--- src/rtl/fp_pkg.sv ---
package fp_pkg;
  typedef enum logic {
    ST_HUNT  = 1'b0,
    ST_FRAME = 1'b1
  } parse_state_t;

  typedef struct packed {
    logic hdr;  // clean control symbol: opens a frame
    logic cmd;  // opening symbol carrying a command
    logic dat;  // clean data byte
    logic bad;  // anything flagged by the decoder
  } sym_class_t;
endpackage

--- src/rtl/fp_sym_classify.sv ---
module fp_sym_classify
  import fp_pkg::*;
#(
  parameter int unsigned DATA_W = 8,
  parameter logic [DATA_W-1:0] HDR_CODE = 8'hBC
) (
  input  logic              valid_i,
  input  logic [DATA_W-1:0] data_i,
  input  logic              k_i,
  input  logic              err_i,
  output sym_class_t        cls_o
);
  always_comb begin
    cls_o.hdr = valid_i & k_i & ~err_i;
    cls_o.cmd = valid_i & k_i & ~err_i & (data_i != HDR_CODE);
    cls_o.dat = valid_i & ~k_i & ~err_i;
    cls_o.bad = valid_i & err_i;
  end
endmodule

--- src/rtl/fp_position_ctr.sv ---
module fp_position_ctr
  import fp_pkg::*;
#(
  parameter int unsigned N_CH = 4,
  localparam int unsigned POS_W = (N_CH > 1) ? $clog2(N_CH) : 1
) (
  input  logic             clk_i,
  input  logic             rst_ni,
  input  logic             hdr_i,
  input  logic             dat_i,
  input  logic             bad_i,
  output logic [POS_W-1:0] pos_o,
  output logic             wr_en_o,
  output logic             commit_o,
  output logic             drop_o
);
  localparam logic [POS_W-1:0] LAST_POS = POS_W'(N_CH - 1);

  parse_state_t     state_q;
  logic [POS_W-1:0] pos_q;
  logic             poison_q;
  logic             in_frame, slot, last, spoiled;

  always_comb begin
    in_frame = (state_q == ST_FRAME);
    slot     = in_frame & (dat_i | bad_i);
    last     = (pos_q == LAST_POS);
    spoiled  = poison_q | bad_i;
    wr_en_o  = slot & dat_i;
    commit_o = slot & last & ~spoiled;
    // header mid-frame truncates; spoiled frame is dropped at its last slot
    drop_o   = (hdr_i & in_frame) | (slot & last & spoiled);
    pos_o    = pos_q;
  end

  always_ff @(posedge clk_i or negedge rst_ni) begin
    if (!rst_ni) begin
      state_q  <= ST_HUNT;
      pos_q    <= '0;
      poison_q <= 1'b0;
    end else if (hdr_i) begin
      state_q  <= ST_FRAME;
      pos_q    <= '0;
      poison_q <= 1'b0;
    end else if (slot) begin
      poison_q <= spoiled;
      if (last) begin
        state_q <= ST_HUNT;
        pos_q   <= '0;
      end else begin
        pos_q <= pos_q + 1'b1;
      end
    end
  end
endmodule

--- src/rtl/fp_lane_store.sv ---
module fp_lane_store #(
  parameter int unsigned N_CH   = 4,
  parameter int unsigned DATA_W = 8,
  localparam int unsigned POS_W = (N_CH > 1) ? $clog2(N_CH) : 1
) (
  input  logic                     clk_i,
  input  logic                     rst_ni,
  input  logic                     wr_en_i,
  input  logic [POS_W-1:0]         pos_i,
  input  logic [DATA_W-1:0]        data_i,
  input  logic                     commit_i,
  output logic [N_CH*DATA_W-1:0]   lanes_o
);
  for (genvar g = 0; g < N_CH; g++) begin : g_lane
    logic [DATA_W-1:0] shadow_q, out_q, next_val;
    logic              hit;

    always_comb begin
      hit      = wr_en_i & (pos_i == POS_W'(g));
      // last lane is taken straight from the bus on the commit cycle
      next_val = hit ? data_i : shadow_q;
    end

    always_ff @(posedge clk_i or negedge rst_ni) begin
      if (!rst_ni) begin
        shadow_q <= '0;
        out_q    <= '0;
      end else begin
        if (hit)      shadow_q <= data_i;
        if (commit_i) out_q    <= next_val;
      end
    end

    assign lanes_o[g*DATA_W +: DATA_W] = out_q;
  end
endmodule

--- src/rtl/fp_status.sv ---
module fp_status #(
  parameter int unsigned DATA_W = 8,
  parameter int unsigned DROP_W = 8
) (
  input  logic              clk_i,
  input  logic              rst_ni,
  input  logic              commit_i,
  input  logic              drop_i,
  input  logic              cmd_i,
  input  logic [DATA_W-1:0] code_i,
  output logic              stb_o,
  output logic              cmd_valid_o,
  output logic [DATA_W-1:0] cmd_code_o,
  output logic [DROP_W-1:0] drop_cnt_o,
  output logic              in_sync_o
);
  always_ff @(posedge clk_i or negedge rst_ni) begin
    if (!rst_ni) begin
      stb_o       <= 1'b0;
      cmd_valid_o <= 1'b0;
      cmd_code_o  <= '0;
      drop_cnt_o  <= '0;
      in_sync_o   <= 1'b0;
    end else begin
      stb_o       <= commit_i;
      cmd_valid_o <= cmd_i;
      if (cmd_i)    cmd_code_o <= code_i;
      if (commit_i) in_sync_o  <= 1'b1;
      if (drop_i && (drop_cnt_o != '1)) drop_cnt_o <= drop_cnt_o + 1'b1;
    end
  end
endmodule

--- src/rtl/fp_frame_demux.sv ---
module fp_frame_demux
  import fp_pkg::*;
#(
  parameter int unsigned N_CH   = 4,
  parameter int unsigned DATA_W = 8,
  parameter int unsigned DROP_W = 8,
  parameter logic [DATA_W-1:0] HDR_CODE = 8'hBC
) (
  input  logic                   clk_i,
  input  logic                   rst_ni,
  input  logic                   sym_valid_i,
  input  logic [DATA_W-1:0]      sym_data_i,
  input  logic                   sym_k_i,
  input  logic                   sym_err_i,
  output logic [N_CH*DATA_W-1:0] ch_data_o,
  output logic                   frame_stb_o,
  output logic                   cmd_valid_o,
  output logic [DATA_W-1:0]      cmd_code_o,
  output logic [DROP_W-1:0]      drop_cnt_o,
  output logic                   in_sync_o
);
  localparam int unsigned POS_W = (N_CH > 1) ? $clog2(N_CH) : 1;

  sym_class_t       cls;
  logic [POS_W-1:0] pos;
  logic             wr_en, commit, drop;

  fp_sym_classify #(.DATA_W(DATA_W), .HDR_CODE(HDR_CODE)) u_classify (
    .valid_i (sym_valid_i),
    .data_i  (sym_data_i),
    .k_i     (sym_k_i),
    .err_i   (sym_err_i),
    .cls_o   (cls)
  );

  fp_position_ctr #(.N_CH(N_CH)) u_position (
    .clk_i    (clk_i),
    .rst_ni   (rst_ni),
    .hdr_i    (cls.hdr),
    .dat_i    (cls.dat),
    .bad_i    (cls.bad),
    .pos_o    (pos),
    .wr_en_o  (wr_en),
    .commit_o (commit),
    .drop_o   (drop)
  );

  fp_lane_store #(.N_CH(N_CH), .DATA_W(DATA_W)) u_lanes (
    .clk_i    (clk_i),
    .rst_ni   (rst_ni),
    .wr_en_i  (wr_en),
    .pos_i    (pos),
    .data_i   (sym_data_i),
    .commit_i (commit),
    .lanes_o  (ch_data_o)
  );

  fp_status #(.DATA_W(DATA_W), .DROP_W(DROP_W)) u_status (
    .clk_i       (clk_i),
    .rst_ni      (rst_ni),
    .commit_i    (commit),
    .drop_i      (drop),
    .cmd_i       (cls.cmd),
    .code_i      (sym_data_i),
    .stb_o       (frame_stb_o),
    .cmd_valid_o (cmd_valid_o),
    .cmd_code_o  (cmd_code_o),
    .drop_cnt_o  (drop_cnt_o),
    .in_sync_o   (in_sync_o)
  );
endmodule

--- config.mk ---
export PLATFORM = sky130hd
export DESIGN_NAME = fp_frame_demux
export DESIGN_NICKNAME = d
export VERILOG_FILES = /design/src/rtl/fp_pkg.sv /design/src/rtl/fp_sym_classify.sv /design/src/rtl/fp_position_ctr.sv /design/src/rtl/fp_lane_store.sv /design/src/rtl/fp_status.sv /design/src/rtl/fp_frame_demux.sv
export SDC_FILE = /design/constraint.sdc
export NUM_CORES = 1
export LEC_CHECK = 0
export CAP_MARGIN = 10
export CORE_UTILIZATION = 47
export DETAILED_ROUTE_END_ITERATION = 6
export PLACE_DENSITY = 0.73
export SLEW_MARGIN = 20
export SYNTH_ARGS = -nofsm -noshare
export SYNTH_HDL_FRONTEND = slang
export SYNTH_HIERARCHICAL = 1
export SYNTH_SLANG_ARGS = --single-unit
--- constraint.sdc ---
create_clock -name clk_i -period 1.8 [get_ports clk_i]
set_clock_uncertainty 0.1 [all_clocks]
set_input_delay 0.27 -clock clk_i [delete_from_list [all_inputs] [get_ports clk_i]]
set_output_delay 0.27 -clock clk_i [all_outputs]
set_load 0.05 [all_outputs]
==> impl_results.html, run 1 <==
<table>
<tr><th>Metric</th><th>Value</th></tr>
<tr><th colspan="2">Run status</th></tr>
<tr><td>Outcome</td><td>complete, no violations</td></tr>
<tr><th colspan="2">Cells and area</th></tr>
<tr><td>Register area</td><td>2180 sq um</td></tr>
<tr><td>Signed area change from the synthesized netlist to the final layout</td><td>31.9%</td></tr>
<tr><td>Diodes inserted</td><td>0</td></tr>
<tr><td>Fraction of layout cells with a size suffix above 1</td><td>0.343</td></tr>
<tr><td>Final-layout fill cell count</td><td>555</td></tr>
<tr><td>Area of combinational cells with multiple inputs</td><td>1260 sq um</td></tr>
<tr><td>Final design instance area without fill</td><td>4550 sq um</td></tr>
<tr><td>Non-filler instance count after layout</td><td>496</td></tr>
<tr><td>Net total in the final layout</td><td>410</td></tr>
<tr><th colspan="2">Worst setup path</th></tr>
<tr><td>WS Path Type</td><td>primary input to flip-flop</td></tr>
<tr><td>Required arrival time at the worst endpoint</td><td>a little under 2000 ps</td></tr>
<tr><td>Number of cell instances on the worst register-to-register path</td><td>6</td></tr>
<tr><td>Endpoint class of the critical path</td><td>flip-flop</td></tr>
<tr><td>R2r endpoint</td><td>u_status/drop_cnt_o[5]$_DFFE_PN0P_</td></tr>
<tr><td>R2r startpoint</td><td>u_position/pos_o[0]$_DFFE_PN0P_</td></tr>
<tr><td>Maximum net fanout on the critical path</td><td>9</td></tr>
<tr><td>Critical path arrival</td><td>1810 ps</td></tr>
<tr><td>Setup slack of the most critical reg-to-reg path</td><td>140 ps</td></tr>
<tr><td>Launching element type of the critical path</td><td>primary input</td></tr>
<tr><th colspan="2">Yosys</th></tr>
<tr><td>Synth Net Count</td><td>around 320</td></tr>
<tr><td>Synthesis warning total</td><td>6</td></tr>
<tr><td>Async set-or-reset flop fraction in the synthesized netlist</td><td>1.00</td></tr>
<tr><td>Number of synthesized flops with an enable pin</td><td>0</td></tr>
<tr><td>Synth Flop Type</td><td>dfrtp_1</td></tr>
<tr><td>Top area cells in the synthesized netlist</td><td>dfrtp_1 63%, nand2_1 8.4%, mux2_2 7.5%, a31oi_1 4.5%, nor2_1 2.8%</td></tr>
<tr><td>Library cell with the highest instance count after synthesis</td><td>dfrtp_1</td></tr>
<tr><td>Distinct cells, synth</td><td>39</td></tr>
<tr><td>Synthesized cell area</td><td>3450 sq um</td></tr>
<tr><td>Average cell area after synthesis</td><td>11.5 sq um</td></tr>
<tr><td>Synth Register Bits</td><td>87</td></tr>
<tr><td>Share of the synthesized area in the top cell type</td><td>0.631</td></tr>
<tr><td>Gate count after technology mapping</td><td>around 300</td></tr>
<tr><td>Post-synthesis cell type with the largest combined area</td><td>dfrtp_1</td></tr>
<tr><td>Commonest cells in the synthesized netlist</td><td>87 x dfrtp_1, 77 x nand2_1, 26 x nor2_1</td></tr>
<tr><td>Seq/Total Area, Yosys</td><td>0.631</td></tr>
<tr><th colspan="2">STA</th></tr>
<tr><td>Final Slew Violations</td><td>0</td></tr>
<tr><td>Final worst-path cycle share</td><td>0.924</td></tr>
<tr><td>Transition time at the pin with the least slew margin</td><td>386 ps</td></tr>
<tr><td>Fmax</td><td>601 MHz</td></tr>
<tr><td>Minimum clock period after layout</td><td>1660 ps</td></tr>
<tr><td>Setup-violating endpoint count in the final report</td><td>0</td></tr>
<tr><td>Max transition margin</td><td>0.743</td></tr>
<tr><td>Setup repair after global routing missed its margin</td><td>no</td></tr>
<tr><td>Final hold vios</td><td>0</td></tr>
<tr><th colspan="2">Placement</th></tr>
<tr><td>Final weighted congestion in routability-driven placement</td><td>0.787</td></tr>
<tr><td>Area after detailed placement</td><td>4310 sq um</td></tr>
<tr><td>Cell Count Post-Placement</td><td>roughly 480</td></tr>
<tr><td>HPWL after DPL</td><td>about 5.1 mm</td></tr>
<tr><td>Port Buffer Count</td><td>63</td></tr>
<tr><th colspan="2">Floorplan</th></tr>
<tr><td>Area of the die</td><td>7690 sq um</td></tr>
<tr><td>Vertical extent of the die</td><td>87.7 um</td></tr>
<tr><td>Number of placement rows</td><td>30</td></tr>
<tr><td>Die boundary width</td><td>87.7 um</td></tr>
<tr><td>Core region area</td><td>6940 sq um</td></tr>
<tr><td>Starting density of the core</td><td>0.497</td></tr>
<tr><td>Number of primary I/O pins</td><td>64</td></tr>
<tr><th colspan="2">Route</th></tr>
<tr><td>Count of routing violations after the opening detailed-route iteration</td><td>roughly 130</td></tr>
<tr><td>Number of nets with antenna violations after detailed routing</td><td>0</td></tr>
<tr><td>Count of TritonRoute iterations in the first routing pass</td><td>5</td></tr>
<tr><td>DRT Wirelength</td><td>~7.5 mm</td></tr>
<tr><td>Number of vias per cell</td><td>5.12</td></tr>
<tr><td>Remaining DRCs</td><td>0</td></tr>
<tr><td>WL/cell</td><td>15.1 um</td></tr>
<tr><td>Via total after detailed routing</td><td>2540</td></tr>
<tr><th colspan="2">Clock tree</th></tr>
<tr><td>TritonCTS clock tree</td><td>done</td></tr>
<tr><td>Clk sink count</td><td>87</td></tr>
<tr><td>Clock-pin slew on the worst setup and hold paths</td><td>90 ps</td></tr>
<tr><td>Worst skew pair latency</td><td>350 ps</td></tr>
<tr><td>CTS Buf Count</td><td>9</td></tr>
<tr><td>Clk Tree Root Cell</td><td>clkbuf_8</td></tr>
<tr><td>Worst-case clock buffer depth</td><td>2</td></tr>
<tr><td>Number of H-tree levels</td><td>3</td></tr>
<tr><th colspan="2">Global route</th></tr>
<tr><td>Wire length of the first global-routing pass</td><td>around 12 mm</td></tr>
<tr><td>Number of global-route vias before repair</td><td>2378</td></tr>
<tr><td>Maximum number of pins on one net before global-route repair</td><td>33</td></tr>
<tr><td>Initial antenna violation count</td><td>0</td></tr>
<tr><td>Total routing usage reported by global routing</td><td>0.211</td></tr>
<tr><td>Remaining Overflow, GRT</td><td>0</td></tr>
<tr><th colspan="2">Power and ir drop</th></tr>
<tr><td>Internal cell power</td><td>~0.0044 W</td></tr>
<tr><td>Peak supply drop</td><td>around 0.00072 V</td></tr>
<tr><td>Logic pwr share</td><td>0.440</td></tr>
<tr><td>Clock power frac</td><td>0.161</td></tr>
<tr><td>Share of power burned in registers</td><td>0.399</td></tr>
<tr><td>Leakage power of the design</td><td>2.32 nW</td></tr>
<tr><td>Net Sw Frac</td><td>0.433</td></tr>
<tr><td>Cell area power density</td><td>around 1700 nW/um^2</td></tr>
<tr><td>Net Sw Power</td><td>0.00335 W</td></tr>
<tr><th colspan="2">Hold path</th></tr>
<tr><td>Worst min-delay path category</td><td>primary input to async pin</td></tr>
<tr><th colspan="2">Flow run</th></tr>
<tr><td>Count of max-cap constraint violations</td><td>0</td></tr>
</table>
-- cell families after synthesis --
| kind of cell | synth area share |
|---|---|
| muxes | 0.0899 |
| AOI/OAI and AO/OA | 0.0761 |
| and+or+nand+nor | 0.172 |
| buffers and inverters | 0.0138 |
| DFF | 0.631 |
| xor gates and xnor gates | 0.0102 |
| adders and majority gates | 0.00725 |
-- flip-flops by register name, summed over array words and instances (netlist names) --
register / count
u_status/drop_cnt_o: 8
u_status/in_sync_o: 1
u_status/cmd_valid_o: 1
u_position/pos_o: 2
u_status/cmd_code_o: 8
u_position/poison_q: 1
u_lanes/g_lane.shadow_q: 32
u_position/in_frame: 1
u_status/stb_o: 1
u_lanes/g_lane.out_q: 32
-- how the worst max path moves through the flow --
stage	start	to	slack (ps)
2_1_floorplan	u_status/drop_cnt_o[0]$_DFFE_PN0P_	u_status/drop_cnt_o[1]$_DFFE_PN0P_	10
3_3_place_gp	sym_valid_i	u_lanes/g_lane[0].out_q[4]$_DFFE_PN0P_	-400
3_5_place_dp	sym_valid_i	u_lanes/g_lane[0].out_q[3]$_DFFE_PN0P_	-420
4_1_cts	sym_valid_i	u_lanes/g_lane[3].out_q[3]$_DFFE_PN0P_	20
5_1_grt	u_position/pos_o[0]$_DFFE_PN0P_	u_status/drop_cnt_o[5]$_DFFE_PN0P_	20
6_report	sym_data_i[7]	u_status/cmd_code_o[1]$_DFFE_PN0P_	140
-- what timing repair did --
| action | in CTS | in global routing |
|---|---|---|
| buffers inserted | 0 | 1 |
| pin swaps | 0 | 3 |
| hold buffers | 1 | 0 |
| resized for setup | 3 | 12 |
| endpoints found under the hold margin | 26 | 0 |
| endpoints found under the setup margin | 19 | 42 |
-- metrics by stage --
stage / utilization / total power, W / TNS, ps / setup WS, ps / hold WS (ps)
floorplan: - / 0.00539 / 0 / 11.8 / -126
global placement: 0.620 / 0.00642 / -22430 / -398 / 119
detailed placement: 0.620 / 0.00651 / -24230 / -425 / 123
CTS: 0.649 / 0.00778 / 0 / 16.6 / 294
global route: 0.656 / 0.00816 / 0 / 19.2 / 326
finish: 0.656 / 0.00775 / 0 / 137 / 288
-- power by group through the flow --
stage / Clock [W] / Sequential, W / Combinational [W]
floorplan: 0 / 0.00451 / 0.000880
global placement: 0 / 0.00311 / 0.00331
detailed placement: 0 / 0.00313 / 0.00339
CTS: 0.00128 / 0.00310 / 0.00340
global route: 0.00135 / 0.00318 / 0.00362
finish: 0.00125 / 0.00309 / 0.00341
-- critical path, cell delays in order --
cell	delay [ps]
clkdlybuf4s50_1	540
nand4b_1	120
o41a_1	440
buf_12	170
mux2_2	270
-- metal layers --
layer,GRT usage,part of all wire,wire (um),vias to the layer above
li1,-,-,-,1226
met1,0.302,0.48,3590,1228
met5,0,0,0,-
met3,0.0443,0.044,327,17
met4,0.0924,0.019,142,0
met2,0.315,0.46,3400,69
-- cell usage in the layout, fill, tap and decap left out, types with 2 or more instances in the layout --
cell type	synthesis	layout
dlymetal6s2s_1	0	3
xnor2_1	4	4
clkbuf_8	0	10
mux2_2	23	22
nand3_1	4	4
and3_1	4	2
buf_4	0	75
a21oi_1	5	5
clkdlybuf4s50_1	0	8
buf_12	0	5
nor2b_1	2	2
a31oi_1	25	25
o211ai_1	2	2
and2_1	2	2
nor2_1	26	26
dfrtp_1	87	87
o21ai_0	3	2
nand2_1	77	77
nand2b_1	2	2
o21ai_2	1	2
ha_1	2	2
clkinvlp_4	0	3
mux2_4	2	3
-- area by class of cell --
type,count,share of cell area
Sequential cell,87,0.478
Multi-Input combinational cell,203,0.278
Timing Repair Buffer,93,0.177
Clock buffer,10,0.0302
Tap cell,96,0.0264
Clock inverter,6,0.00989
Inverter,1,0.000824
(Power assumes the default switching activity.)
==> inputs of run 2 (changes only) <==
--- a/config.mk
+++ b/config.mk
@@ -7,6 +7,7 @@
 export LEC_CHECK = 0
 export CAP_MARGIN = 10
 export CORE_UTILIZATION = 47
+export CTS_CLUSTER_SIZE = 20
 export DETAILED_ROUTE_END_ITERATION = 6
 export PLACE_DENSITY = 0.73
 export SLEW_MARGIN = 20
==> results of run 2 <==
Same layout as run 1: the final DEF is identical, and so are final timing and power.
